[src/rtl/pcseq_pkg.sv]
package pcseq_pkg;
  typedef enum logic [2:0] {
    CMD_HOLD = 3'd0,
    CMD_STEP = 3'd1,
    CMD_CJMP = 3'd2,
    CMD_JUMP = 3'd3,
    CMD_CALL = 3'd4,
    CMD_RET  = 3'd5,
    CMD_INTR = 3'd6,
    CMD_RSVD = 3'd7
  } seq_cmd_e;
endpackage

[src/rtl/pcseq_ring_stack.sv]
// Circular return stack; DEPTH must be a power of two so the pointer wraps naturally.
module pcseq_ring_stack #(
  parameter int WIDTH = 13,
  parameter int DEPTH = 8
) (
  input  logic             clk,
  input  logic             rst,
  input  logic             push,
  input  logic             pop,
  input  logic [WIDTH-1:0] wdata,
  output logic [WIDTH-1:0] rdata
);
  localparam int PTR_W = $clog2(DEPTH);

  logic [WIDTH-1:0] slots [DEPTH];
  logic [PTR_W-1:0] top_q;
  logic [PTR_W-1:0] prev_idx;

  assign prev_idx = top_q - PTR_W'(1);
  assign rdata    = slots[prev_idx];

  // Contents are not reset, so the array maps onto distributed RAM.
  always_ff @(posedge clk) begin
    if (push) slots[top_q] <= wdata;
  end

  always_ff @(posedge clk) begin
    if (rst)       top_q <= '0;
    else if (push) top_q <= top_q + PTR_W'(1);
    else if (pop)  top_q <= prev_idx;
  end
endmodule

[src/rtl/pcseq_hi_latch.sv]
module pcseq_hi_latch #(
  parameter int WIDTH = 5
) (
  input  logic             clk,
  input  logic             rst,
  input  logic             we,
  input  logic [WIDTH-1:0] wdata,
  output logic [WIDTH-1:0] q
);
  always_ff @(posedge clk) begin
    if (rst)     q <= '0;
    else if (we) q <= wdata;
  end
endmodule

[src/rtl/pcseq_next_addr.sv]
module pcseq_next_addr
  import pcseq_pkg::*;
#(
  parameter int PC_W     = 13,
  parameter int LO_W     = 8,
  parameter int TGT_W    = 11,
  parameter int VEC_ADDR = 4
) (
  input  seq_cmd_e               cmd,
  input  logic [PC_W-1:0]        pc,
  input  logic [PC_W-LO_W-1:0]   lat,
  input  logic [LO_W-1:0]        alu_data,
  input  logic [TGT_W-1:0]       jmp_tgt,
  input  logic [PC_W-1:0]        pop_data,
  output logic [PC_W-1:0]        pc_nxt,
  output logic                   push,
  output logic                   pop,
  output logic [PC_W-1:0]        push_data
);
  localparam int LAT_W  = PC_W - LO_W;
  localparam int JHI_W  = PC_W - TGT_W;

  logic [PC_W-1:0] pc_inc;
  logic [PC_W-1:0] jump_addr;
  logic [PC_W-1:0] cjmp_addr;

  assign pc_inc    = pc + PC_W'(1);
  assign jump_addr = {lat[LAT_W-1 -: JHI_W], jmp_tgt};
  assign cjmp_addr = {lat, alu_data};

  always_comb begin
    pc_nxt    = pc;
    push      = 1'b0;
    pop       = 1'b0;
    push_data = pc_inc;
    unique case (cmd)
      CMD_STEP: pc_nxt = pc_inc;
      CMD_CJMP: pc_nxt = cjmp_addr;
      CMD_JUMP: pc_nxt = jump_addr;
      CMD_CALL: begin
        pc_nxt = jump_addr;
        push   = 1'b1;
      end
      CMD_RET: begin
        pc_nxt = pop_data;
        pop    = 1'b1;
      end
      CMD_INTR: begin
        pc_nxt    = PC_W'(VEC_ADDR);
        push      = 1'b1;
        push_data = pc;
      end
      default: pc_nxt = pc;
    endcase
  end
endmodule

[src/rtl/pc_sequencer.sv]
module pc_sequencer
  import pcseq_pkg::*;
#(
  parameter int PC_W     = 13,
  parameter int LO_W     = 8,
  parameter int TGT_W    = 11,
  parameter int DEPTH    = 8,
  parameter int VEC_ADDR = 4
) (
  input  logic                  clk,
  input  logic                  rst,
  input  logic [2:0]            cmd,
  input  logic [LO_W-1:0]       alu_data,
  input  logic [TGT_W-1:0]      jmp_tgt,
  input  logic                  lat_we,
  input  logic [PC_W-LO_W-1:0]  lat_wdata,
  output logic [PC_W-1:0]       fetch_addr,
  output logic [LO_W-1:0]       pcl_rd,
  output logic [PC_W-LO_W-1:0]  lat_q
);
  localparam int LAT_W = PC_W - LO_W;

  logic [PC_W-1:0] pc_q;
  logic [PC_W-1:0] pc_nxt;
  logic [PC_W-1:0] stk_rdata;
  logic [PC_W-1:0] stk_wdata;
  logic            stk_push;
  logic            stk_pop;
  seq_cmd_e        cmd_e;

  assign cmd_e = seq_cmd_e'(cmd);

  pcseq_hi_latch #(.WIDTH(LAT_W)) hi_latch_i (
    .clk   (clk),
    .rst   (rst),
    .we    (lat_we),
    .wdata (lat_wdata),
    .q     (lat_q)
  );

  pcseq_next_addr #(
    .PC_W(PC_W), .LO_W(LO_W), .TGT_W(TGT_W), .VEC_ADDR(VEC_ADDR)
  ) next_addr_i (
    .cmd       (cmd_e),
    .pc        (pc_q),
    .lat       (lat_q),
    .alu_data  (alu_data),
    .jmp_tgt   (jmp_tgt),
    .pop_data  (stk_rdata),
    .pc_nxt    (pc_nxt),
    .push      (stk_push),
    .pop       (stk_pop),
    .push_data (stk_wdata)
  );

  pcseq_ring_stack #(.WIDTH(PC_W), .DEPTH(DEPTH)) ring_stack_i (
    .clk   (clk),
    .rst   (rst),
    .push  (stk_push),
    .pop   (stk_pop),
    .wdata (stk_wdata),
    .rdata (stk_rdata)
  );

  always_ff @(posedge clk) begin
    if (rst) pc_q <= '0;
    else     pc_q <= pc_nxt;
  end

  assign fetch_addr = pc_q;
  assign pcl_rd     = pc_q[LO_W-1:0];
endmodule

[config.mk]
export PLATFORM = sky130hd
export DESIGN_NAME = pc_sequencer
export DESIGN_NICKNAME = d
export VERILOG_FILES = /design/src/rtl/pcseq_pkg.sv /design/src/rtl/pcseq_ring_stack.sv /design/src/rtl/pcseq_hi_latch.sv /design/src/rtl/pcseq_next_addr.sv /design/src/rtl/pc_sequencer.sv
export SDC_FILE = /design/constraint.sdc
export NUM_CORES = 1
export LEC_CHECK = 0
export BUFFER_PORTS_ARGS = -buffer_cell sky130_fd_sc_hd__buf_4
export CORE_AREA = 2 2 106 108
export DETAILED_ROUTE_END_ITERATION = 16
export DIE_AREA = 0 0 108 110
export HOLD_SLACK_MARGIN = 0.05
export PLACE_DENSITY_LB_ADDON = 0.3
export SYNTH_ARGS = -nofsm -noshare
export SYNTH_HDL_FRONTEND = slang
export SYNTH_SLANG_ARGS = --single-unit
[constraint.sdc]
create_clock -name clk -period 2.6 [get_ports clk]
set_input_delay 0 -clock clk [delete_from_list [all_inputs] [get_ports clk]]
set_output_delay 0 -clock clk [all_outputs]
set_load 0.005 [all_outputs]
### Yosys cells after proc, flatten, opt, wreduce, memory -nomap -nowiden

Memories as Yosys holds them, arrays and structs flattened.
Index checks and enable logic that the tools add are counted.
Widths: inputs -> output; s select.

* eq/ne operators: 6
* multiplexer cells: 8
* add/subtract/negate cells: 3
* reductions and logical operators: 4

Operator list (number)
* $pmux 13 s5: 1
* $add 13x1->13 const B: 1
* $mux 13: 1
* $eq 3x3->1 const B: 3
* $eq 3x2->1 const B: 2
* $mux 3: 2
* $reduce_bool 5->1: 1
* $mux 1: 4
* $reduce_or 2->1: 2
* $add 3x1->3 const B: 1
* $eq 3x1->1 const B: 1
* $sub 3x1->3 const B: 1
* $reduce_bool 2->1: 1

* output and inout bits: 26
* bits in registers: 21
* memories kept: 1
* logic and storage cells: 25
* bits in writable memories: 104

Memory list
* ring_stack_i.slots: depth 8, width 13, rd ports 1, clocked after Yosys merged registers in 0, wr ports 1, RTL line pcseq_ring_stack.sv:15 `logic [WIDTH-1:0] slots [DEPTH];`

### Longest topological paths before layout

Gate-level depths: netlist of run 1.

* depth in word-level cells: 5
* depth in mapped cells: 10

### Hierarchy

Synthesis of run 1 repeated with hierarchy kept, for this count alone.

* cell total of the unflattened synthesis: 561
* area total of the unflattened synthesis: 6498.7 um^2

Modules (own cells, without submodules)
* pcseq_ring_stack: cells an instance 271, area each 4346.7 um^2, instances 1
* pcseq_next_addr: cells an instance 239, area each 1516.5 um^2, instances 1
* pc_sequencer: cells an instance 35, area each 455.4 um^2, instances 1
* pcseq_hi_latch: cells an instance 16, area each 180.2 um^2, instances 1

### Worst setup path before layout of run 1

OpenSTA, ideal clock, no wires.

* kind: register to register
* from: register ring_stack_i.top_q[0]
* to: register pc_q[9] (netlist: fetch_addr[9])
* arrival time: 2.222 ns
* slack: 0.248 ns
* cell stages (with the launch flop): 11
* required time: 2.469 ns
* path buffers: 4
* cell sequence: dfxtp_1 buf_6 buf_6 inv_1 ha_1 buf_2 buf_2 mux4_2 a22oi_1 o211ai_1 nor3b_2

* cells in the longest elaborated chain, start to end: 3

Ends and longest elaborated chain
* start, declared: RTL line pcseq_ring_stack.sv:16 `logic [PTR_W-1:0] top_q;`
* start signal, assigned: RTL line pcseq_ring_stack.sv:29 `else if (push) top_q <= top_q + PTR_W'(1);`
* start signal, assigned: RTL line pcseq_ring_stack.sv:30 `else if (pop) top_q <= prev_idx;`
* $sub 3x1->3: RTL line pcseq_ring_stack.sv:19 `assign prev_idx = top_q - PTR_W'(1);`
* $mem_v2 8x13
* $pmux 13 s5: RTL line pcseq_next_addr.sv:36 `unique case (cmd)`
* end signal, assigned: RTL line pc_sequencer.sv:67 `else pc_q <= pc_nxt;`
* end, declared: RTL line pc_sequencer.sv:23 `logic [PC_W-1:0] pc_q;`

No other way between the ends.
A chain may end at the register's enable or synchronous reset.

### Final worst setup path of run 1

* from: register pc_q[1] (netlist: fetch_addr[1])
* to: memory ring_stack_i.slots[7][8], data pin

* cells in the longest elaborated chain, start to end: 2

Ends and longest elaborated chain
* $add 13x1->13: RTL line pcseq_next_addr.sv:27 `assign pc_inc = pc + PC_W'(1);`
* $mux 13: RTL line pcseq_next_addr.sv:36
* named net next_addr_i.push_data[8]: RTL line pcseq_next_addr.sv:18 `output logic [PC_W-1:0] push_data`
* end, declared: RTL line pcseq_ring_stack.sv:15

The timed path passes the listed nets, and every way through them passes these cells.

==> flow_summary.toml, run 1 <==
[synth]
ys_ff_latch = 125
yosysTopAreaCell = "edfxtp_1"
ys_top_cells_by_count = "edfxtp_1, nor2_1, nand2_1"
ys_warn_count = 0
synthTopCellsByArea = "edfxtp_1, dfxtp_1, mux4_2"
synth_flop_cell = "edfxtp_1"
syn-num-nets = 437
synth_edf_count = 104
yosysMostFrequentCell = "edfxtp_1"
syn_inst = 404
avgSynthCellArea_um2 = 14.2
synth-seq-area-share_pct = 61.8
synth_cell_types = 54
synthDominantCellAreaShare_pct = 54.5
async_flop_share_pct = 0
synth_area_mm2 = 0.00573

[die]
die_h_um = 110
die_area_mm2 = 0.0119
die_x_um = 108
rows = 38
num_io_pins = 56
start_util_pct = 53.6
core_area_mm2 = 0.0107

[timing]
setup_violations = 0
timing.final.crit_share_pct = 89.2
max_freq_ghz = 0.431
finClkSkew_ns = 0.0157
rsz0062_at_grt = "false"
whs_ns = 0.0731
worst_pin_slew_ns = 0.693
finalCriticalPeriod_ns = 2.32
drv_slew = 0
hold_viol = 0
setup_tns_ns = 0
timing.slew.headroom_pct = 53.5
fin_ws_ns = 0.281

[critical_path]
startpoint_type = "flip-flop"
arrival_ns = 2.53
worstReg2RegEnd = "ring_stack_i.slots[7][8]"
r2r_cells = 5
cp_max_fo = 8
crit_required_ns = 2.81
crit_path_end_kind = "flip-flop"
worstSetupPathType = "reg2reg"
r2r_start = "fetch_addr[1]"
reg2reg_slack_ns = 0.28

[placement]
place_congestion = 0.995
dp_hpwl_mm = 8.85
io_buffers = 55
postPlaceCellArea_mm2 = 0.00628
detailedPlace.worstSlack_ns = 0.357

[run]
maxCapViolCount = 0

[detailed_routing]
drtAntennaViolNets = 0
drc = 0
vias_per_cell = 6.08
wirelength_mm = 14.4
drt_iter0_drc = 358
wl_per_cell_um = 22.6
drt-pass1-iter-count = 7
routed-via-count = 3876

[clocking]
cts.sinks = 125
clkSlewWorstSetupHoldPaths_ns = 0.05
cts_resized = 0
cts_root_buf = "clkbuf_8"
cts_buffers = 17
clk_latency_ns = 0.51
clock_path_buffers = 2
cts_tree = "yes"
htree_levels = 4

[pwr]
peakVddDrop_mv = 0.402
p_leak_uw = 0.00253
p_per_area_mw_per_mm2 = 742

[grt]
grt_pass1_vias = 3918
grt_usage_pct = 25.8
grt_max_degree = 32
antenna_found_initial = 0
grt_overflow = 0
grt_pass1_wl_mm = 22.0

[min_path]
min_to = "fetch_addr[9]"
hp-class = "in2reg"
whs_path_depth = 4
min-delay-start = "jmp_tgt[9]"

[cells_and_area]
regArea_mm2 = 0.00354
diodes = 0
syn2layout_area_growth_pct = 23.8
fin_nets = 518
design_area_mm2 = 0.00710
drive_gt1_share_pct = 25.1
multi_input_area_mm2 = 0.00197
fillers = 726
utilization_pct = 66.4

[status]
status = "finished, final reports clean"
## cell families after synthesis
| group | after synthesis | synth area share, % |
|---|---|---|
| simple gates | 108 | 9.45 |
| mux | 32 | 11.9 |
| xor+xnor | 21 | 3.21 |
| buf+inv | 42 | 4.08 |
| flops | 125 | 61.8 |
| compound gates | 73 | 8.95 |
| fa+ha+maj | 3 | 0.655 |
## layout make-up
class | instances | share of cell area (%)
multi-input combinational | 237 | 27.7
clock inverter | 13 | 2.08
clock buffer | 19 | 5.94
tap | 140 | 2.47
sequential | 125 | 49.9
inverter | 10 | 0.529
timing repair buffer | 94 | 11.4
## worst max-delay path: stages, from the launching register on
cell and delay, ns:
dfxtp_1 0.47, ha_1 0.31, nand4_1 0.22, nor2_1 0.30
nand2_1 0.14, xnor2_1 0.59
## layout by cell type, fill, tap and decap left out, types with 12 or more instances in the layout
master / netlist / layout
dfxtp_1: 21 / 20
dlygate4sd3_1: 0 / 25
xnor2_1: 15 / 15
o21ai_0: 12 / 12
mux4_2: 17 / 17
clkbuf_16: 0 / 16
nand2_1: 25 / 25
nor2_1: 30 / 30
buf_4: 12 / 66
edfxtp_1: 104 / 104
## worst max path at each step
stage | end | slack (ns) | start | depth (start not counted)
2_1_floorplan | fetch_addr[9] | 0.25 | ring_stack_i.top_q[0] | 10
3_3_place_gp | ring_stack_i.slots[3][12] | 0.38 | fetch_addr[1] | 6
3_5_place_dp | ring_stack_i.slots[1][12] | 0.36 | fetch_addr[1] | 6
4_1_cts | ring_stack_i.slots[7][8] | 0.29 | fetch_addr[1] | 5
5_1_grt | ring_stack_i.slots[2][12] | 0.06 | fetch_addr[1] | 6
6_report | ring_stack_i.slots[7][8] | 0.28 | fetch_addr[1] | 5
## routing by layer
metal,vias up,share of wire [%],global-route usage (%)
li1,1720,-,-
met1,1905,40,33.8
met2,222,48,41.5
met3,29,8.5,5.70
met4,0,3.2,11.8
met5,-,0,0
## through the flow
step | cells | total power [uW]
finish | 638 | 5270
global route | 638 | 5440
global placement | 581 | 2970
CTS | 638 | 5290
detailed placement | 581 | 2990
floorplan | 404 | 2760
## registers in the layout, indices dropped and copies added (netlist names)
signal,flops
ring_stack_i.slots,104
ring_stack_i.top_q,3
hi_latch_i.q,5
fetch_addr,13
## power by group
group	switching (uW)	internal, uW
sequential	70.9	2270
combinational	340	322
clock	818	1450
## what timing repair did
item / 4_1_cts / 5_1_grt
setup buffers: 0 / 0
hold endpoints to repair: 21 / 0
hold buffers: 25 / 0
Power figures use the tool's default switching activity.
==> run 2, diff against run 1 <==
RECOVER_POWER = 50   (was not set)
REMOVE_ABC_BUFFERS = 1   (was not set)
==> flow_summary.toml, run 2 (same netlist as run 1, synthesis figures left out) <==
[clocking]
cts_buffers = 17
htree_levels = 4
cts_tree = "yes"
cts_root_buf = "clkbuf_8"
cts.sinks = 125
clock_path_buffers = 2
clkSlewWorstSetupHoldPaths_ns = 0.06
clk_latency_ns = 0.52

[critical_path]
crit_path_end_kind = "flip-flop"
arrival_ns = 2.43
r2r_start = "fetch_addr[1]"
crit_top_cell = "clkbuf_1"
startpoint_type = "primary input"
crit_required_ns = 2.73
startpoint = "cmd[0]"
cp_max_fo = 13
worstSetupPathType = "in2reg"
slowest_delay_ns = 0.80
worstPathCellList = "dlygate4sd3_1, clkbuf_1, inv_1, nand3_1, nor2_1, clkbuf_1"
cp_slowest_cell = "clkbuf_1"

[detailed_routing]
vias_per_cell = 6.02
drt_iter0_drc = 286
drtAntennaViolNets = 0
drt-pass1-iter-count = 5
drc = 0
routed-via-count = 3874
wl_per_cell_um = 21.3
wirelength_mm = 13.7

[pwr]
switchingPower_uw = 1260
peakVddDrop_mv = 0.453
comb_power_share_pct = 12.4
pwr-share-clk_pct = 42.7
p_total_uw = 5200
p_per_area_mw_per_mm2 = 735
power.internal_uw = 3940
p_leak_uw = 0.00247
p_seq_share_pct = 44.9
netSwitchingFraction_pct = 24.2

[timing]
timing.final.crit_share_pct = 88.3
drv_slew = 0
max_freq_ghz = 0.436
worst_pin_slew_ns = 1.06
setup_violations = 0
whs_ns = 0.0887
rsz0062_at_grt = "false"
fin_ws_ns = 0.304
finalCriticalPeriod_ns = 2.30
hold_viol = 0
finClkSkew_ns = 0.0124
timing.slew.headroom_pct = 29.5

[cells_and_area]
utilization_pct = 66.1
mostFrequentLayoutCell = "edfxtp_1"
fin_nets = 524
design_area_mm2 = 0.00707
diodes = 0
fillers = 766
final_cell_mix = "edfxtp_1, buf_4, nor2_1"
drive_gt1_share_pct = 22.6
syn2layout_area_growth_pct = 23.3
top_register = "ring_stack_i.slots"
regArea_mm2 = 0.00354
largest_register_ffs = 104
multi_input_area_mm2 = 0.00196

[grt]
grt_max_degree = 32
grt_pass1_vias = 3765
use_met3_pct = 5.53
grt_overflow = 0
use_met1_pct = 32.0
grt_pass1_wl_mm = 20.8
grt_usage_pct = 24.4
grtUsageMet2_pct = 39.7
antenna_found_initial = 0
top_usage_layer = "met2"

[placement]
detailedPlace.worstSlack_ns = 0.416
postPlaceCellArea_mm2 = 0.00629
io_buffers = 55
place_congestion = 0.886
dp_hpwl_mm = 8.54

[die]
num_io_pins = 56
core_area_mm2 = 0.0107
die_x_um = 108
rows = 38
die_h_um = 110
start_util_pct = 53.6
die_area_mm2 = 0.0119

[status]
status = "finished, final reports clean"

[min_path]
hp-class = "in2reg"
min-delay-start = "jmp_tgt[4]"

[run]
maxCapViolCount = 0
-- run 2: cell types whose count changed in the layout (fill, tap and decap cells not counted), sizes merged --
| cell | previous run | this run |
|---|---|---|
| clkbuf | 19 | 54 |
| buf | 69 | 36 |
| dlygate4sd3 | 25 | 28 |
| clkinvlp | 1 | 3 |
| bufinv | 3 | 2 |
| clkinv | 9 | 8 |
| inv | 10 | 11 |
-- run 2: area by class of cell --
cell class / instances / area share [%]
flip-flops and latches: 125 / 50.1
multi-input cells: 237 / 27.7
repair buffers: 100 / 11.2
clock buffers: 18 / 5.91
well taps: 140 / 2.48
clock inverters: 14 / 2.05
inverters: 10 / 0.531
-- run 2: critical path: cells and delay by family --
kind | cells | cell delay (ns)
buffers and inverters | 4 | 2.01
AND/OR/NAND/NOR | 2 | 0.41
-- run 2: repair_timing --
action,4_1_cts,5_1_grt
resized for setup,0,0
endpoints found under the hold margin,21,0
setup endpoints to repair,0,0
hold buffers,28,0
buffers inserted,0,0
-- run 2: layer usage --
metal	up-vias	part of all wire [%]
li1	1729	-
met3	29	7.1
met4	0	2.6
met2	198	50
met5	-	0
met1	1918	41
-- run 2: final timing paths --
kind	slack [ns]	endpoint	depth (start not counted)
worst max-delay path	0.30	ring_stack_i.slots[6][8]	6
worst min-delay path	0.09	fetch_addr[4]	5
worst max register to register	0.41	ring_stack_i.slots[6][12]	6
worst min register to register	0.51	ring_stack_i.top_q[1]	2
-- run 2: power by group through the flow --
stage | sequential [uW] | combinational, uW | clock [uW]
final | 2330 | 647 | 2220
after global routing | 2340 | 695 | 2340
after CTS | 2330 | 658 | 2250
after detailed placement | 2370 | 615 | 0
after global placement | 2370 | 603 | 0
after floorplan | 2380 | 329 | 0
-- run 2: per-stage QoR --
step / setup TNS [ns] / std cells
2_1_floorplan: -7.89 / 372
3_3_place_gp: 0 / 584
3_5_place_dp: 0 / 584
4_1_cts: 0 / 644
5_1_grt: 0 / 644
6_report: 0 / 644
==> run 3, diff against run 2 <==
CTS_BUF_LIST = sky130_fd_sc_hd__clkbuf_8   (was not set)
clock period = 1.92 ns   (was 2.6 ns; I/O delays follow)
==> flow_summary.toml, run 3 (same netlist as run 1, synthesis figures left out) <==
[cells_and_area]
top_register = "ring_stack_i.slots"
drive_gt1_share_pct = 31.3
largest_register_ffs = 104
final_cell_mix = "edfxtp_1, buf_4, nor2_1"
syn2layout_area_growth_pct = 27.4
utilization_pct = 68.3
mostFrequentLayoutCell = "edfxtp_1"
fin_nets = 555
final-instance-count-excl-fill = 674
diodes = 0

[grt]
antenna_found_initial = 0
grt_overflow = 0
grt_pass1_wl_mm = 22.1
grt_usage_pct = 26.0
grt_max_degree = 32
grt_pass1_vias = 3922

[critical_path]
arrival_ns = 2.25
startpoint_type = "flip-flop"
cp_slowest_cell = "ha_4"
cp_max_fo = 10
worstPathCellList = "inv_1, ha_4, buf_16, mux4_2, and2_1, o31ai_1, a211oi_1"
slowest_delay_ns = 0.35
worstSetupPathType = "reg2reg"
r2r_cells = 7
cpLargestDelayFamily = "compound AO/OA/AOI/OAI gates"
crit_required_ns = 2.21
crit_path_end_kind = "flip-flop"
crit_buf_inv = 2
worstSetupPathDepth = 7

[timing]
fin_ws_ns = -0.0368
finalCriticalPeriod_ns = 1.96
whs_ns = 0.0823
finClkSkew_ns = 0.00927
drv_slew = 0
setup_violations = 1
timing.slew.headroom_pct = 61.9
hold_viol = 0
max_freq_ghz = 0.511
worst_pin_slew_ns = 0.568
timing.final.crit_share_pct = 102

[detailed_routing]
wirelength_mm = 15.3
drc = 0
wl_per_cell_um = 22.7
drt-pass1-iter-count = 5
drt_iter0_drc = 400
vias_per_cell = 6.08
routed-via-count = 4099
drtAntennaViolNets = 0

[clocking]
cts_tree = "yes"
cts_buffers = 17
clock_path_buffers = 2
clk_latency_ns = 0.42
cts.sinks = 125
htree_levels = 4
cts_root_buf = "clkbuf_8"
clkSlewWorstSetupHoldPaths_ns = 0.07

[min_path]
hp-class = "in2reg"
whs_path_depth = 4

[die]
core_area_mm2 = 0.0107
rows = 38
die_area_mm2 = 0.0119
die_x_um = 108
start_util_pct = 53.6
die_h_um = 110
num_io_pins = 56

[status]
violations = "setup timing"
status = "finished with violations"

[placement]
dp_hpwl_mm = 9.55
place_congestion = 0.874
detailedPlace.worstSlack_ns = -0.0680
io_buffers = 55
dp.cells = 619

[pwr]
power.internal_uw = 5130
netSwitchingFraction_pct = 24.0
p_per_area_mw_per_mm2 = 923
comb_power_share_pct = 16.4
p_leak_uw = 0.00266
pwr-share-clk_pct = 37.4
p_seq_share_pct = 46.2
switchingPower_uw = 1620
peakVddDrop_mv = 0.666

[run]
maxCapViolCount = 0
[run 3: changes by cell type in the layout (fill, tap and decap cells not counted), sizes merged]
cell / change
clkinvlp: +1
clkinv: -3
buf: +40
clkbuf: -1
inv: -1
bufinv: +3
dlygate4sd3: -9
[run 3: worst paths after layout]
kind / end / slack [ns] / startpoint
setup / recovery: fetch_addr[5] / -0.04 / ring_stack_i.top_q[1]
hold / removal: fetch_addr[9] / 0.08 / jmp_tgt[9]
hold reg to reg: ring_stack_i.top_q[1] / 0.60 / ring_stack_i.top_q[1]
setup reg to reg: fetch_addr[5] / -0.04 / ring_stack_i.top_q[1]
[run 3: layout make-up]
class	instances	area [um^2]
sequential	125	3550
timing repair buffer	131	1070
fill	739	3390
clock inverter	14	201
clock buffer	17	234
inverter	10	37.5
multi-input combinational	237	2040
tap	140	175
[run 3: per-stage QoR]
stage	area, um^2	TNS, ns	power [uW]
after global routing	7300	-0.252	6950
after global placement	6580	-0.0363	4110
after CTS	7270	0	6710
after detailed placement	6580	-0.0680	4130
final	7300	-0.0368	6740
after floorplan	5540	-58.14	3670
[run 3: timing repair]
action                                  in CTS  in global routing
hold endpoints to repair                    19                  0
gates cloned                                 1                  3
buffers inserted                             1                  0
hold buffers                                19                  0
endpoints found under the setup margin      21                 52
resized for setup                            6                 14
pin swaps                                    2                  4
[run 3: power by group through the flow]
stage,combinational (uW),clock [uW],sequential [uW]
detailed placement,961,0,3170
floorplan,446,0,3220
finish,1110,2520,3120
CTS,1060,2540,3110
global placement,937,0,3170
global route,1170,2660,3120
[run 3: worst register-to-register path, cell delays in order, from the launching register on]
cell and delay [ns]:
dfxtp_2 0.34, inv_1 0.08, ha_4 0.35, buf_16 0.16
mux4_2 0.28, and2_1 0.21, o31ai_1 0.27, a211oi_1 0.13
[run 3: metal layers]
layer	share of wire (%)	GRT usage (%)
met5	0	0
met4	2.0	11.1
met2	48	41.0
met3	8.8	5.23
met1	41	35.6
